**src/rtl/clkseq_pkg.sv**
```systemverilog
// Shared definitions for the module clock enable sequencer.
// Assumes the control register is at least 19 bits wide.
package clkseq_pkg;
    typedef enum logic [2:0] {
        ST_IDLE,
        ST_DOM_UP,
        ST_WRITE,
        ST_WAIT,
        ST_RELEASE,
        ST_FINISH
    } seq_state_t;

    localparam int MODE_LSB = 0;
    localparam int STAT_LSB = 16;
    localparam int STBY_BIT = 18;

    localparam logic [1:0] MODE_OFF = 2'd0;
    localparam logic [1:0] MODE_HW  = 2'd1;
    localparam logic [1:0] MODE_SW  = 2'd2;

    localparam logic [1:0] IDS_FUNC     = 2'd0;
    localparam logic [1:0] IDS_IF_IDLE  = 2'd2;
    localparam logic [1:0] IDS_DISABLED = 2'd3;
endpackage

```
**src/rtl/clkseq_timer.sv**
```systemverilog
// Timeout counter for the status wait.
// Cleared by 'clear'. Advances on 'tick' while 'run' is high and
// saturates at 'limit'. 'expired' is high once the count reaches the limit.
module clkseq_timer #(
    parameter int CNT_W = 13
) (
    input  logic             clk,
    input  logic             rst_n,
    input  logic             clear,
    input  logic             run,
    input  logic             tick,
    input  logic [CNT_W-1:0] limit,
    output logic             expired
);
    logic [CNT_W-1:0] cnt;

    assign expired = (cnt >= limit);

    // Count microsecond ticks during a wait phase
    always_ff @(posedge clk) begin
        if (!rst_n)
            cnt <= '0;
        else if (clear)
            cnt <= '0;
        else if (run && tick && !expired)
            cnt <= cnt + 1'b1;
    end
endmodule

```
**src/rtl/clkseq_fsm.sv**
```systemverilog
// Sequencer state machine.
// Turn-on order: domain request, acknowledge, register write, wait for functional.
// Turn-off order: register write, wait for disabled, domain release.
// Assumes reg_rdata reflects a write on the cycle after it.
module clkseq_fsm
    import clkseq_pkg::*;
#(
    parameter int DATA_W = 32
) (
    input  logic              clk,
    input  logic              rst_n,
    input  logic              req_valid,
    input  logic              req_on,
    input  logic [1:0]        cfg_mode,
    input  logic              cfg_no_status,
    input  logic              dom_ack,
    input  logic [DATA_W-1:0] ctrl_rd,
    input  logic              tmr_expired,
    output logic              busy,
    output logic              done,
    output logic              err,
    output logic              dis_timeout,
    output logic              dom_req,
    output logic              ctrl_we,
    output logic [DATA_W-1:0] ctrl_wd,
    output logic              tmr_clear,
    output logic              tmr_run,
    output logic              tmr_on_dir
);
    seq_state_t state;
    logic       dir_q;
    logic [1:0] mode_q;
    logic       nost_q;
    logic       err_q;
    logic       dto_q;
    logic       dom_req_q;

    logic       mode_ok;
    logic [1:0] stat;
    logic       stat_match;

    assign mode_ok    = (cfg_mode == MODE_HW) || (cfg_mode == MODE_SW);
    assign stat       = ctrl_rd[STAT_LSB +: 2];
    assign stat_match = dir_q ? (stat == IDS_FUNC || stat == IDS_IF_IDLE)
                              : (stat == IDS_DISABLED);

    // Sequence progression and latched request context
    always_ff @(posedge clk) begin
        if (!rst_n) begin
            state     <= ST_IDLE;
            dir_q     <= 1'b0;
            mode_q    <= MODE_OFF;
            nost_q    <= 1'b0;
            err_q     <= 1'b0;
            dto_q     <= 1'b0;
            dom_req_q <= 1'b0;
        end else begin
            case (state)
                ST_IDLE: if (req_valid) begin
                    dir_q  <= req_on;
                    mode_q <= mode_ok ? cfg_mode : MODE_OFF;
                    nost_q <= cfg_no_status;
                    err_q  <= 1'b0;
                    dto_q  <= 1'b0;
                    if (req_on) begin
                        dom_req_q <= 1'b1;
                        state     <= ST_DOM_UP;
                    end else begin
                        state <= mode_ok ? ST_WRITE : ST_RELEASE;
                    end
                end
                ST_DOM_UP: if (dom_ack)
                    state <= (mode_q != MODE_OFF) ? ST_WRITE : ST_FINISH;
                ST_WRITE:
                    state <= !nost_q ? ST_WAIT : (dir_q ? ST_FINISH : ST_RELEASE);
                ST_WAIT: begin
                    if (stat_match) begin
                        state <= dir_q ? ST_FINISH : ST_RELEASE;
                    end else if (tmr_expired) begin
                        if (dir_q) begin
                            err_q <= 1'b1;
                            state <= ST_FINISH;
                        end else begin
                            dto_q <= 1'b1;
                            state <= ST_RELEASE;
                        end
                    end
                end
                ST_RELEASE: begin
                    dom_req_q <= 1'b0;
                    state     <= ST_FINISH;
                end
                default: state <= ST_IDLE;
            endcase
        end
    end

    // Output decode from the state register
    always_comb begin
        busy        = (state != ST_IDLE);
        done        = (state == ST_FINISH);
        err         = done && err_q;
        dis_timeout = done && dto_q;
        dom_req     = dom_req_q;
        ctrl_we     = (state == ST_WRITE);
        ctrl_wd     = {ctrl_rd[DATA_W-1:2], (dir_q ? mode_q : MODE_OFF)};
        tmr_clear   = (state == ST_WRITE);
        tmr_run     = (state == ST_WAIT);
        tmr_on_dir  = dir_q;
    end
endmodule

```
**src/rtl/clk_enable_seq.sv**
```systemverilog
// Top of the module clock enable sequencer.
// Joins the state machine and the timeout counter and picks the
// limit for the current direction. The standby bit is passed straight through.
module clk_enable_seq
    import clkseq_pkg::*;
#(
    parameter int DATA_W    = 32,
    parameter int EN_LIMIT  = 2000,
    parameter int DIS_LIMIT = 5000
) (
    input  logic              clk,
    input  logic              rst_n,
    input  logic              req_valid,
    input  logic              req_on,
    input  logic [1:0]        cfg_mode,
    input  logic              cfg_no_status,
    input  logic              us_tick,
    output logic              busy,
    output logic              done,
    output logic              err,
    output logic              dis_timeout,
    input  logic [DATA_W-1:0] reg_rdata,
    output logic              reg_wr_en,
    output logic [DATA_W-1:0] reg_wdata,
    output logic              dom_req,
    input  logic              dom_ack,
    output logic              standby
);
    localparam int MAX_LIMIT = (EN_LIMIT > DIS_LIMIT) ? EN_LIMIT : DIS_LIMIT;
    localparam int CNT_W     = $clog2(MAX_LIMIT + 1);

    logic             tmr_clear;
    logic             tmr_run;
    logic             tmr_on_dir;
    logic             tmr_expired;
    logic [CNT_W-1:0] tmr_limit;

    assign tmr_limit = tmr_on_dir ? CNT_W'(EN_LIMIT) : CNT_W'(DIS_LIMIT);
    assign standby   = reg_rdata[STBY_BIT];

    clkseq_fsm #(.DATA_W(DATA_W)) u_fsm (
        .clk          (clk),
        .rst_n        (rst_n),
        .req_valid    (req_valid),
        .req_on       (req_on),
        .cfg_mode     (cfg_mode),
        .cfg_no_status(cfg_no_status),
        .dom_ack      (dom_ack),
        .ctrl_rd      (reg_rdata),
        .tmr_expired  (tmr_expired),
        .busy         (busy),
        .done         (done),
        .err          (err),
        .dis_timeout  (dis_timeout),
        .dom_req      (dom_req),
        .ctrl_we      (reg_wr_en),
        .ctrl_wd      (reg_wdata),
        .tmr_clear    (tmr_clear),
        .tmr_run      (tmr_run),
        .tmr_on_dir   (tmr_on_dir)
    );

    clkseq_timer #(.CNT_W(CNT_W)) u_tmr (
        .clk    (clk),
        .rst_n  (rst_n),
        .clear  (tmr_clear),
        .run    (tmr_run),
        .tick   (us_tick),
        .limit  (tmr_limit),
        .expired(tmr_expired)
    );
endmodule

```
**config.mk**
```make
export PLATFORM = sky130hd
export DESIGN_NAME = clk_enable_seq
export DESIGN_NICKNAME = d
export VERILOG_FILES = /design/src/rtl/clkseq_pkg.sv /design/src/rtl/clkseq_timer.sv /design/src/rtl/clkseq_fsm.sv /design/src/rtl/clk_enable_seq.sv
export SDC_FILE = /design/constraint.sdc
export NUM_CORES = 1
export LEC_CHECK = 0
export ABC_AREA = 1
export BUFFER_PORTS_ARGS = -buffer_cell sky130_fd_sc_hd__buf_2
export CAP_MARGIN = 10
export CELL_PAD_IN_SITES_DETAIL_PLACEMENT = 1
export CELL_PAD_IN_SITES_GLOBAL_PLACEMENT = 2
export CORE_MARGIN = 1
export CORE_UTILIZATION = 21
export CTS_CLUSTER_DIAMETER = 30
export DETAILED_ROUTE_END_ITERATION = 8
export PLACE_DENSITY_LB_ADDON = 0.1
export REMOVE_ABC_BUFFERS = 1
export SYNTH_ARGS = -nofsm -noshare
export SYNTH_HDL_FRONTEND = slang
export SYNTH_SLANG_ARGS = --single-unit
```
**constraint.sdc**
```tcl
create_clock -name clk -period 1.6 [get_ports clk]
set_input_delay 0.32 -clock clk [delete_from_list [all_inputs] [get_ports clk]]
set_output_delay 0.32 -clock clk [all_outputs]
set_load 0.05 [all_outputs]
```
Word level (Yosys, flattened, before mapping):

Index checks and enable logic that the tools add are counted.

* logic and storage cells: 73
* register bits after elaboration: 23
* output and inout bits: 39

* equality and inequality tests: 17
* add/subtract/negate cells: 1
* $lt $le $gt $ge: 1
* bitwise operators: 1
* muxes and demuxes: 26
* reduce and logical (&&, ||, !) cells: 19

Operator list (number)
* $mux W3: 8
* $pmux W3 S5: 1
* $ne A2 B2 Y1 const B: 7
* $add A13 B1 Y13 const B: 1
* $ge A13 B13 Y1: 1
* $mux W13: 1
* $mux W1: 11
* $reduce_and A5 Y1: 2
* $eq A2 B2 Y1 const B: 3
* $eq A3 B2 Y1 const B: 2
* $eq A3 B3 Y1 const B: 2
* $pmux W1 S2: 3
* $reduce_and A3 Y1: 2
* $reduce_bool A2 Y1: 3
* $logic_and A1 B1 Y1: 4
* $mux W2: 2
* $eq A3 B1 Y1 const B: 1
* $logic_not A3 Y1: 1
* $ne A3 B3 Y1 const B: 1
* $reduce_bool A3 Y1: 1
* $eq A2 B1 Y1 const B: 1
* $logic_not A2 Y1: 1
* $logic_or A1 B1 Y1: 2
* $reduce_and A2 Y1: 1
* 3 further kinds: 3

Longest topological paths before layout:

Gate-level depths: netlist of the first run.

* word-level depth: 6
* mapped depth: 12

Hierarchy:

A second synthesis of the first run with hierarchy kept.

* cell total of the unflattened synthesis: 360
* area total of the unflattened synthesis: 2198.4 um^2

Modules (own cells, without submodules)
* clkseq_timer: area an instance 1271.2 um^2, times used 1, sequential area each 260.2 um^2, cells an instance 217
* clkseq_fsm: area an instance 908.4 um^2, times used 1, sequential area each 200.2 um^2, cells an instance 139
* clk_enable_seq: area an instance 18.8 um^2, times used 1, sequential area each 0.0 um^2, cells an instance 4

Worst setup path after synthesis of the first run:

No wires, ideal clock.

* path type: register to output
* start: register u_fsm.state[0]
* end: output dis_timeout
* buffers on the path: 0
* stages on the path, launching flop included: 5
* required time: 1.280 ns
* path slack: -1.168 ns
* arrival time: 2.448 ns
* cell sequence: dfxtp_1 > inv_1 > nor3_1 > inv_1 > nor2_1

* longest elaborated chain between the ends: 2

Ends and longest elaborated chain
* start: declaration: RTL line clkseq_fsm.sv:30 `seq_state_t state;`
* start signal: assignment: RTL line clkseq_fsm.sv:69 `state <= mode_ok ? ST_WRITE : ST_RELEASE;`
* start signal: assignment: RTL line clkseq_fsm.sv:73 `state <= (mode_q != MODE_OFF) ? ST_WRITE : ST_FINISH;`
* start signal: assignment: RTL line clkseq_fsm.sv:75 `state <= !nost_q ? ST_WAIT : (dir_q ? ST_FINISH : ST_RELEASE);`
* $eq A3 B3 Y1: RTL line clkseq_fsm.sv:101 `done = (state == ST_FINISH);`
* via done: RTL line clk_enable_seq.sv:19 `output logic done,`
* $logic_and A1 B1 Y1: RTL line clkseq_fsm.sv:103 `dis_timeout = done && dto_q;`
* end: declaration: RTL line clk_enable_seq.sv:21 `output logic dis_timeout,`

The timed path passes the listed nets, and every way through them passes these cells.

Final worst setup path of the first run:

* start: register u_fsm.dir_q (netlist: u_fsm.tmr_on_dir)
* end: register u_tmr.cnt[8]

* longest elaborated chain between the ends: 4

Ends and longest elaborated chain
* start: declaration: RTL line clkseq_fsm.sv:31 `logic dir_q;`
* start signal: assignment: RTL line clkseq_fsm.sv:60 `dir_q <= req_on;`
* $mux W13: RTL line clk_enable_seq.sv:38 `assign tmr_limit = tmr_on_dir ? CNT_W'(EN_LIMIT) : CNT_W'(DIS_LIMIT);`
* $ge A13 B13 Y1: RTL line clkseq_timer.sv:17 `assign expired = (cnt >= limit);`
* $logic_not A1 Y1: RTL line clkseq_timer.sv:25 `else if (run && tick && !expired)`
* $logic_and A1 B1 Y1: RTL line clkseq_timer.sv:25
* end signal: assignment: RTL line clkseq_timer.sv:26 `cnt <= cnt + 1'b1;`
* end: declaration: RTL line clkseq_timer.sv:15 `logic [CNT_W-1:0] cnt;`

No other way between the ends.
A chain may end at the register's enable or synchronous reset.

==> results of run 1 <==
## cells in the mapped netlist (all sizes together) (4+ instances only)
cell,instances,share of area [%]
nand2,68,14
nor2,43,9.9
inv,38,7.9
buf,33,14
dfxtp,23,26
a21oi,17,4.9
nand3,13,4.2
ha,9,6.3
o21ai,9,2.5
nand4,7,2.4
nor3,6,1.7
xor2,5,2.4
xnor2,4,1.9
## timing repair
| item | in CTS | in global routing |
|---|---|---|
| pin swaps | 13 | 10 |
| resized for setup | 29 | 37 |
| hold endpoints to repair | 0 | 0 |
| endpoints found under the setup margin | 22 | 21 |
| buffers inserted | 0 | 3 |
| hold buffers | 0 | 0 |
## critical path, stage by stage (launching register included)
cell and delay (ns):
dfxtp_4 0.38, buf_6 0.12, ha_4 0.27, nand2_4 0.05, nor2_2 0.09, nand3_2 0.09
nand4_1 0.19, buf_6 0.17, nand2_2 0.06, a21oi_2 0.11
## power by group through the flow
stage                     clock, uW  sequential [uW]  combinational, uW
after floorplan                   0              763                680
after global placement            0              761               1090
after detailed placement          0              761               1090
after CTS                       424              766               1150
after global routing            441              807               1400
final                           394              793               1240
## metrics by stage
stage | cells | instance area (sq um) | power, uW | util [%]
floorplan | 245 | 1540 | 1440 | -
global placement | 395 | 1980 | 1850 | 24.0
detailed placement | 395 | 1980 | 1850 | 24.0
CTS | 399 | 2130 | 2340 | 25.8
global route | 402 | 2270 | 2640 | 27.4
finish | 402 | 2270 | 2430 | 27.4
## state kept, by name (all words and copies together), names as in the netlist
signal            count
u_fsm.nost_q          1
u_fsm.mode_q          2
u_fsm.dom_req         1
u_fsm.tmr_on_dir      1
u_fsm.dto_q           1
u_fsm.err_q           1
u_fsm.state           3
u_tmr.cnt            13
## worst paths after layout
kind / to
max: u_tmr.cnt[8]
max reg2reg: u_tmr.cnt[8]
min: u_fsm.nost_q
min reg2reg: u_fsm.err_q
## cells by family (layout without fill, tap and decap cells)
family / after synthesis / after routing / synth area share [%]
AND/OR/NAND/NOR: 137 / 137 / 32.5
buffers and inverters: 73 / 90 / 22.6
AO/OA/AOI/OAI: 29 / 29 / 8.69
flip-flops: 23 / 23 / 25.6
adder cells (fa/ha/maj): 9 / 9 / 6.25
XOR/XNOR: 9 / 9 / 4.38
## layout by cell type (no fill, tap or decap), types with 2 or more instances in the layout
cell,n
clkbuf_8,3
dfxtp_1,19
nor2_2,6
xor2_1,5
buf_6,5
nor2_4,3
ha_1,5
a21oi_1,8
nand3_2,3
o21ai_0,7
dfxtp_4,4
nand4_1,7
nand2_1,55
buf_12,2
o21bai_1,2
buf_4,24
xnor2_1,4
a21oi_2,9
nand3_1,10
nor2_1,34
ha_4,4
o21ai_2,2
buf_2,17
nor3_1,4
inv_1,32
inv_2,4
nand2_2,12
## cell type report
| cell class | count | area (sq um) | area share, % |
|---|---|---|---|
| clock buffers | 4 | 45.0 | 1.99 |
| inverters | 38 | 155 | 6.85 |
| multi-input cells | 184 | 1100 | 48.4 |
| flip-flops and latches | 23 | 475 | 21.0 |
| well taps | 105 | 131 | 5.80 |
| repair buffers | 48 | 362 | 16.0 |
## per-layer routing
layer | vias up | routed length (um) | track usage (%)
li1 | 876 | - | -
met1 | 810 | 3000 | 18.5
met2 | 44 | 2480 | 19.0
met3 | 2 | 507 | 7.09
met4 | 0 | 40 | 2.53
met5 | - | 0 | 4.17
==> summary.md, run 1 <==
| Metric | Value |
|---|---|
| Hold path startpoint | rst_n |
| Diodes inserted | 0 |
| Critical path data arrival time | between 1.5 and 2 ns |
| Psw | ~1100 uW |
| Post-DP HPWL | around 4700 um |
| Pint | ~1300 uW |
| CP Capture Type | register |
| Post-synthesis register bit count | 23 |
| Hold Path Class | input pin to register |
| Vias | between 1500 and 2000 |
| Die ar. | between 8000 and 9000 sq um |
| Worst Hold Slack | 0.331 ns |
| DRC | 0 |
| Syn-to-layout area delta | 25.9% |
| Clock power share | between 10% and 20% |
| Fill count | ~1100 |
| DIE WIDTH | between 90 and 100 um |
| Crit path launch type | register |
| Status | complete, no violations |
| Area of the mapped netlist | ~1800 sq um |
| CTS HTree Levels | 1 |
| CP max FO | 7 |
| I/O pins | 80 |
| CTS clk-pin slew, worst paths | 0.09 ns |
| Ys flop type | dfxtp_1 |
| R2R Setup Slk | ~0.000051 ns |
| Seq pwr share | approximately a third |
| Time the worst path needs with I/O delays and setup | about 1.6 ns |
| Vias per std cell | about 4.3 |
| IO buf count | 20 |
| Synth async-reset ratio | 0% |
| Final Cycle Share | 100% |
| Crit Path Category | register to register |
| Die height | 94.6 um |
| Achievable Freq | 625 MHz |
| Gr usage total | 13.7% |
| Clock Path Buffers | 2 |
| DR iter-0 viols | 59 |
| Placer congestion estimate | roughly 0.69 |
| Total congestion overflow | 0 |
| First-pass GRT wire length | 9070 um |
| TritonCTS clock tree | built |
| Placement Rows | 33 |
| Worst hold path cell count | 3 |
| CP Launch Point | u_fsm.tmr_on_dir |
| Clk Latency, worst-skew pair | ~0.27 ns |
| Combinational share of power | a little over 50% |
| Largest net degree at the start of global routing | 14 |
| Min setup slack post-route | 0.0000505 ns |
| DR pass1 iterations | 4 |
| Avg Cell Area, Syn | 6.43 sq um |
| Max_cap viols | 0 |
| Pins Over Slew Limit | 0 |
| Core ar. | between 8000 and 9000 sq um |
| Endpoints failing hold | 0 |
| Setup TNS Final | 0 ns |
| Final wirelength | around 6000 um |
| Total of warnings raised by yosys | 0 |
| Lkg Pwr | between 0.0009 and 0.001 uW |
| Dpl ws | -0.168 ns |
| CTS root buf | clkbuf_8 |
| Clk sinks | 23 |
| Nets@finish | ~350 |
| Worst R2R Path Depth | 9 |
| Post-DR wirelength/cell | between 10 and 15 um |
| Pwr dens | roughly 1100 nW/um^2 |
| RSZ-0062 raised after global routing | yes |
| RR Startpoint | u_fsm.tmr_on_dir |
| Post-synth EDFFs | 0 |
| Peak supply drop | between 200 and 250 uV |
| Worst EP required | between 1.5 and 2 ns |
| Layout cells sized above 1 | 34.7% |
| Relative slew slack | between 70% and 80% |
| Initial Utilization | between 20% and 30% |
| Num CTS Buffers | 3 |
| Clock Skews | around 0.0051 ns |
| Initial antenna violation count | 0 |
| Vias in the first global route | approximately 1700 |
| Sequential-to-total area share from yosys stat | between 20% and 30% |
| Cells after Synth | 280 |
| Yosys cell types | 24 |
| Setup violators final | 0 |
| Detail Route Antenna Nets | 0 |
| Tightest Pin Transition | slightly above 0.3 ns |
| Switching share of power | around 46% |
Note: power is estimated with default switching activity, not from simulation.
==> run 2, diff against run 1 <==
--- a/config.mk
+++ b/config.mk
@@ -10,8 +10,8 @@
 export CAP_MARGIN = 10
 export CELL_PAD_IN_SITES_DETAIL_PLACEMENT = 1
 export CELL_PAD_IN_SITES_GLOBAL_PLACEMENT = 2
-export CORE_MARGIN = 1
-export CORE_UTILIZATION = 21
+export CORE_MARGIN = 2
+export CORE_UTILIZATION = 24
 export CTS_CLUSTER_DIAMETER = 30
 export DETAILED_ROUTE_END_ITERATION = 8
 export PLACE_DENSITY_LB_ADDON = 0.1
==> constraint.sdc (replaced) <==
create_clock -name clk -period 1.8 [get_ports clk]
set_input_delay 0.36 -clock clk [delete_from_list [all_inputs] [get_ports clk]]
set_output_delay 0.36 -clock clk [all_outputs]
set_load 0.05 [all_outputs]
==> summary.md, run 2 (synthesized netlist as in run 1, its figures left out) <==
| Metric | Value |
|---|---|
| Status | complete, no violations |
| Biggest register | u_tmr.cnt |
| Tightest Pin Transition | 0.295 ns |
| Layout cells sized above 1 | between 20% and 30% |
| First-pass GRT wire length | ~9400 um |
| Post-DR wirelength/cell | 15.5 um |
| Max_cap viols | 0 |
| TritonCTS clock tree | built |
| DR iter-0 viols | 59 |
| Hold Path Class | input pin to register |
| Achievable Freq | ~590 MHz |
| CP Capture Type | register |
| Number of flip-flops in the largest register | 13 |
| Setup TNS Final | 0 ns |
| Hold path startpoint | cfg_no_status |
| Pins Over Slew Limit | 0 |
| CTS HTree Levels | 1 |
| Clock Skews | between 0.01 and 0.015 ns |
| Clock Path Buffers | 2 |
| Largest net degree at the start of global routing | 14 |
| Placer congestion estimate | around 0.71 |
| IO buf count | 20 |
| Final Cycle Share | 93.6% |
| Num CTS Buffers | 3 |
| Biggest regs | u_tmr.cnt: 13 flops, u_fsm.state: 3 flops, u_fsm.mode_q: 2 flops |
| RR Startpoint | u_fsm.tmr_on_dir |
| Critical path data arrival time | roughly 1.9 ns |
| Die height | roughly 91 um |
| Total congestion overflow | 0 |
| Crit path launch type | register |
| Endpoints failing hold | 0 |
| Core Util, Final | roughly 29% |
| CTS root buf | clkbuf_8 |
| CP Launch Point | u_fsm.tmr_on_dir |
| DRC | 0 |
| Total power draw | about 2000 uW |
| Worst EP required | 2.01 ns |
| Most frequent cells in the layout | nand2_1 (66), nor2_1 (38), inv_1 (35) |
| Crit Path Category | register to register |
| Die ar. | slightly above 8000 sq um |
| Detail Route Antenna Nets | 0 |
| Post-DP HPWL | ~4600 um |
| Clk Latency, worst-skew pair | approximately 0.27 ns |
| Initial antenna violation count | 0 |
| Placement Rows | 31 |
| Syn-to-layout area delta | 15.8% |
| Hold_buf cts | 0 |
| Setup violators final | 0 |
| Vias in the first global route | 1745 |
| Diodes inserted | 0 |
| Peak supply drop | 254 uV |
| Vias per std cell | roughly 4.4 |
| Gr usage total | 14.6% |
| Pwr dens | 950 nW/um^2 |
| Time the worst path needs with I/O delays and setup | approximately 1.7 ns |
| DIE WIDTH | 90.6 um |
| Clk sinks | 23 |
| Vias | approximately 1700 |
| Most common cell after layout, fill and taps aside | nand2_1 |
| Lkg Pwr | 0.000920 uW |
| Initial Utilization | around a quarter |
| I/O pins | 80 |
| Final wirelength | roughly 6000 um |
| Nets@finish | between 300 and 400 |
| DR pass1 iterations | 6 |
| Relative slew slack | about four fifths |
| CTS clk-pin slew, worst paths | 0.10 ns |
| CP max FO | 6 |
| Cells after DPL | 378 |
| Final Non-Filler Cells | just under 400 |
| Core ar. | ~7300 sq um |
| Fill count | roughly 940 |
run 2: changes by cell type in the layout (fill, tap and decap cells not counted), sizes merged:
cell	delta
buf	-12
clkbuf	+2
run 2: cell type report:
type | instances | area [sq um] | share of cell area [%]
Tap cell | 99 | 124 | 5.94
Inverter | 38 | 145 | 6.96
Sequential cell | 23 | 470 | 22.6
Multi-Input combinational cell | 184 | 1020 | 48.8
Clock buffer | 4 | 45.0 | 2.16
Timing Repair Buffer | 38 | 284 | 13.6
run 2: critical path: stages (launching register included):
cell	delay, ns
dfxtp_4	0.36
buf_4	0.16
ha_4	0.24
nand2_2	0.09
nor2_2	0.04
nand3_2	0.10
nand3_4	0.09
nor2_4	0.20
clkbuf_16	0.19
nand2_1	0.05
a21oi_1	0.12
run 2: final timing paths:
| check | endpoint | slack (ns) | cells past startpoint |
|---|---|---|---|
| min reg2reg | u_fsm.dto_q | 0.47 | 2 |
| max reg2reg | u_tmr.cnt[6] | 0.12 | 10 |
| min | u_fsm.nost_q | 0.39 | 3 |
| max | u_tmr.cnt[6] | 0.12 | 10 |
run 2: timing repair:
item | 4_1_cts | 5_1_grt
gates cloned | 0 | 1
pin swaps | 0 | 4
buffers inserted | 0 | 3
endpoints found under the setup margin | 4 | 21
resized for setup | 4 | 23
run 2: routing by layer:
layer / up-vias / track usage [%] / share of wire (%)
met5: - / 2.56 / 0
met4: 0 / 3.46 / 0.60
met3: 2 / 6.43 / 7.0
met2: 42 / 19.1 / 37
met1: 790 / 21.4 / 55
li1: 859 / - / -
run 2: through the flow:
step | cell area [sq um] | hold WS [ns] | setup WS, ns
floorplan | 1540 | 0.434 | -1.01
global placement | 1880 | 0.461 | 0.0276
detailed placement | 1880 | 0.465 | 0.000996
CTS | 1930 | 0.377 | 0.00720
global route | 2090 | 0.393 | -0.0143
finish | 2090 | 0.388 | 0.115
run 2: power breakdown:
| group | internal, uW | total, uW | switching (uW) |
|---|---|---|---|
| logic | 310 | 955 | 645 |
| clock network | 158 | 341 | 182 |
| registers | 604 | 686 | 81.6 |
| total | 1070 | 1980 | 909 |
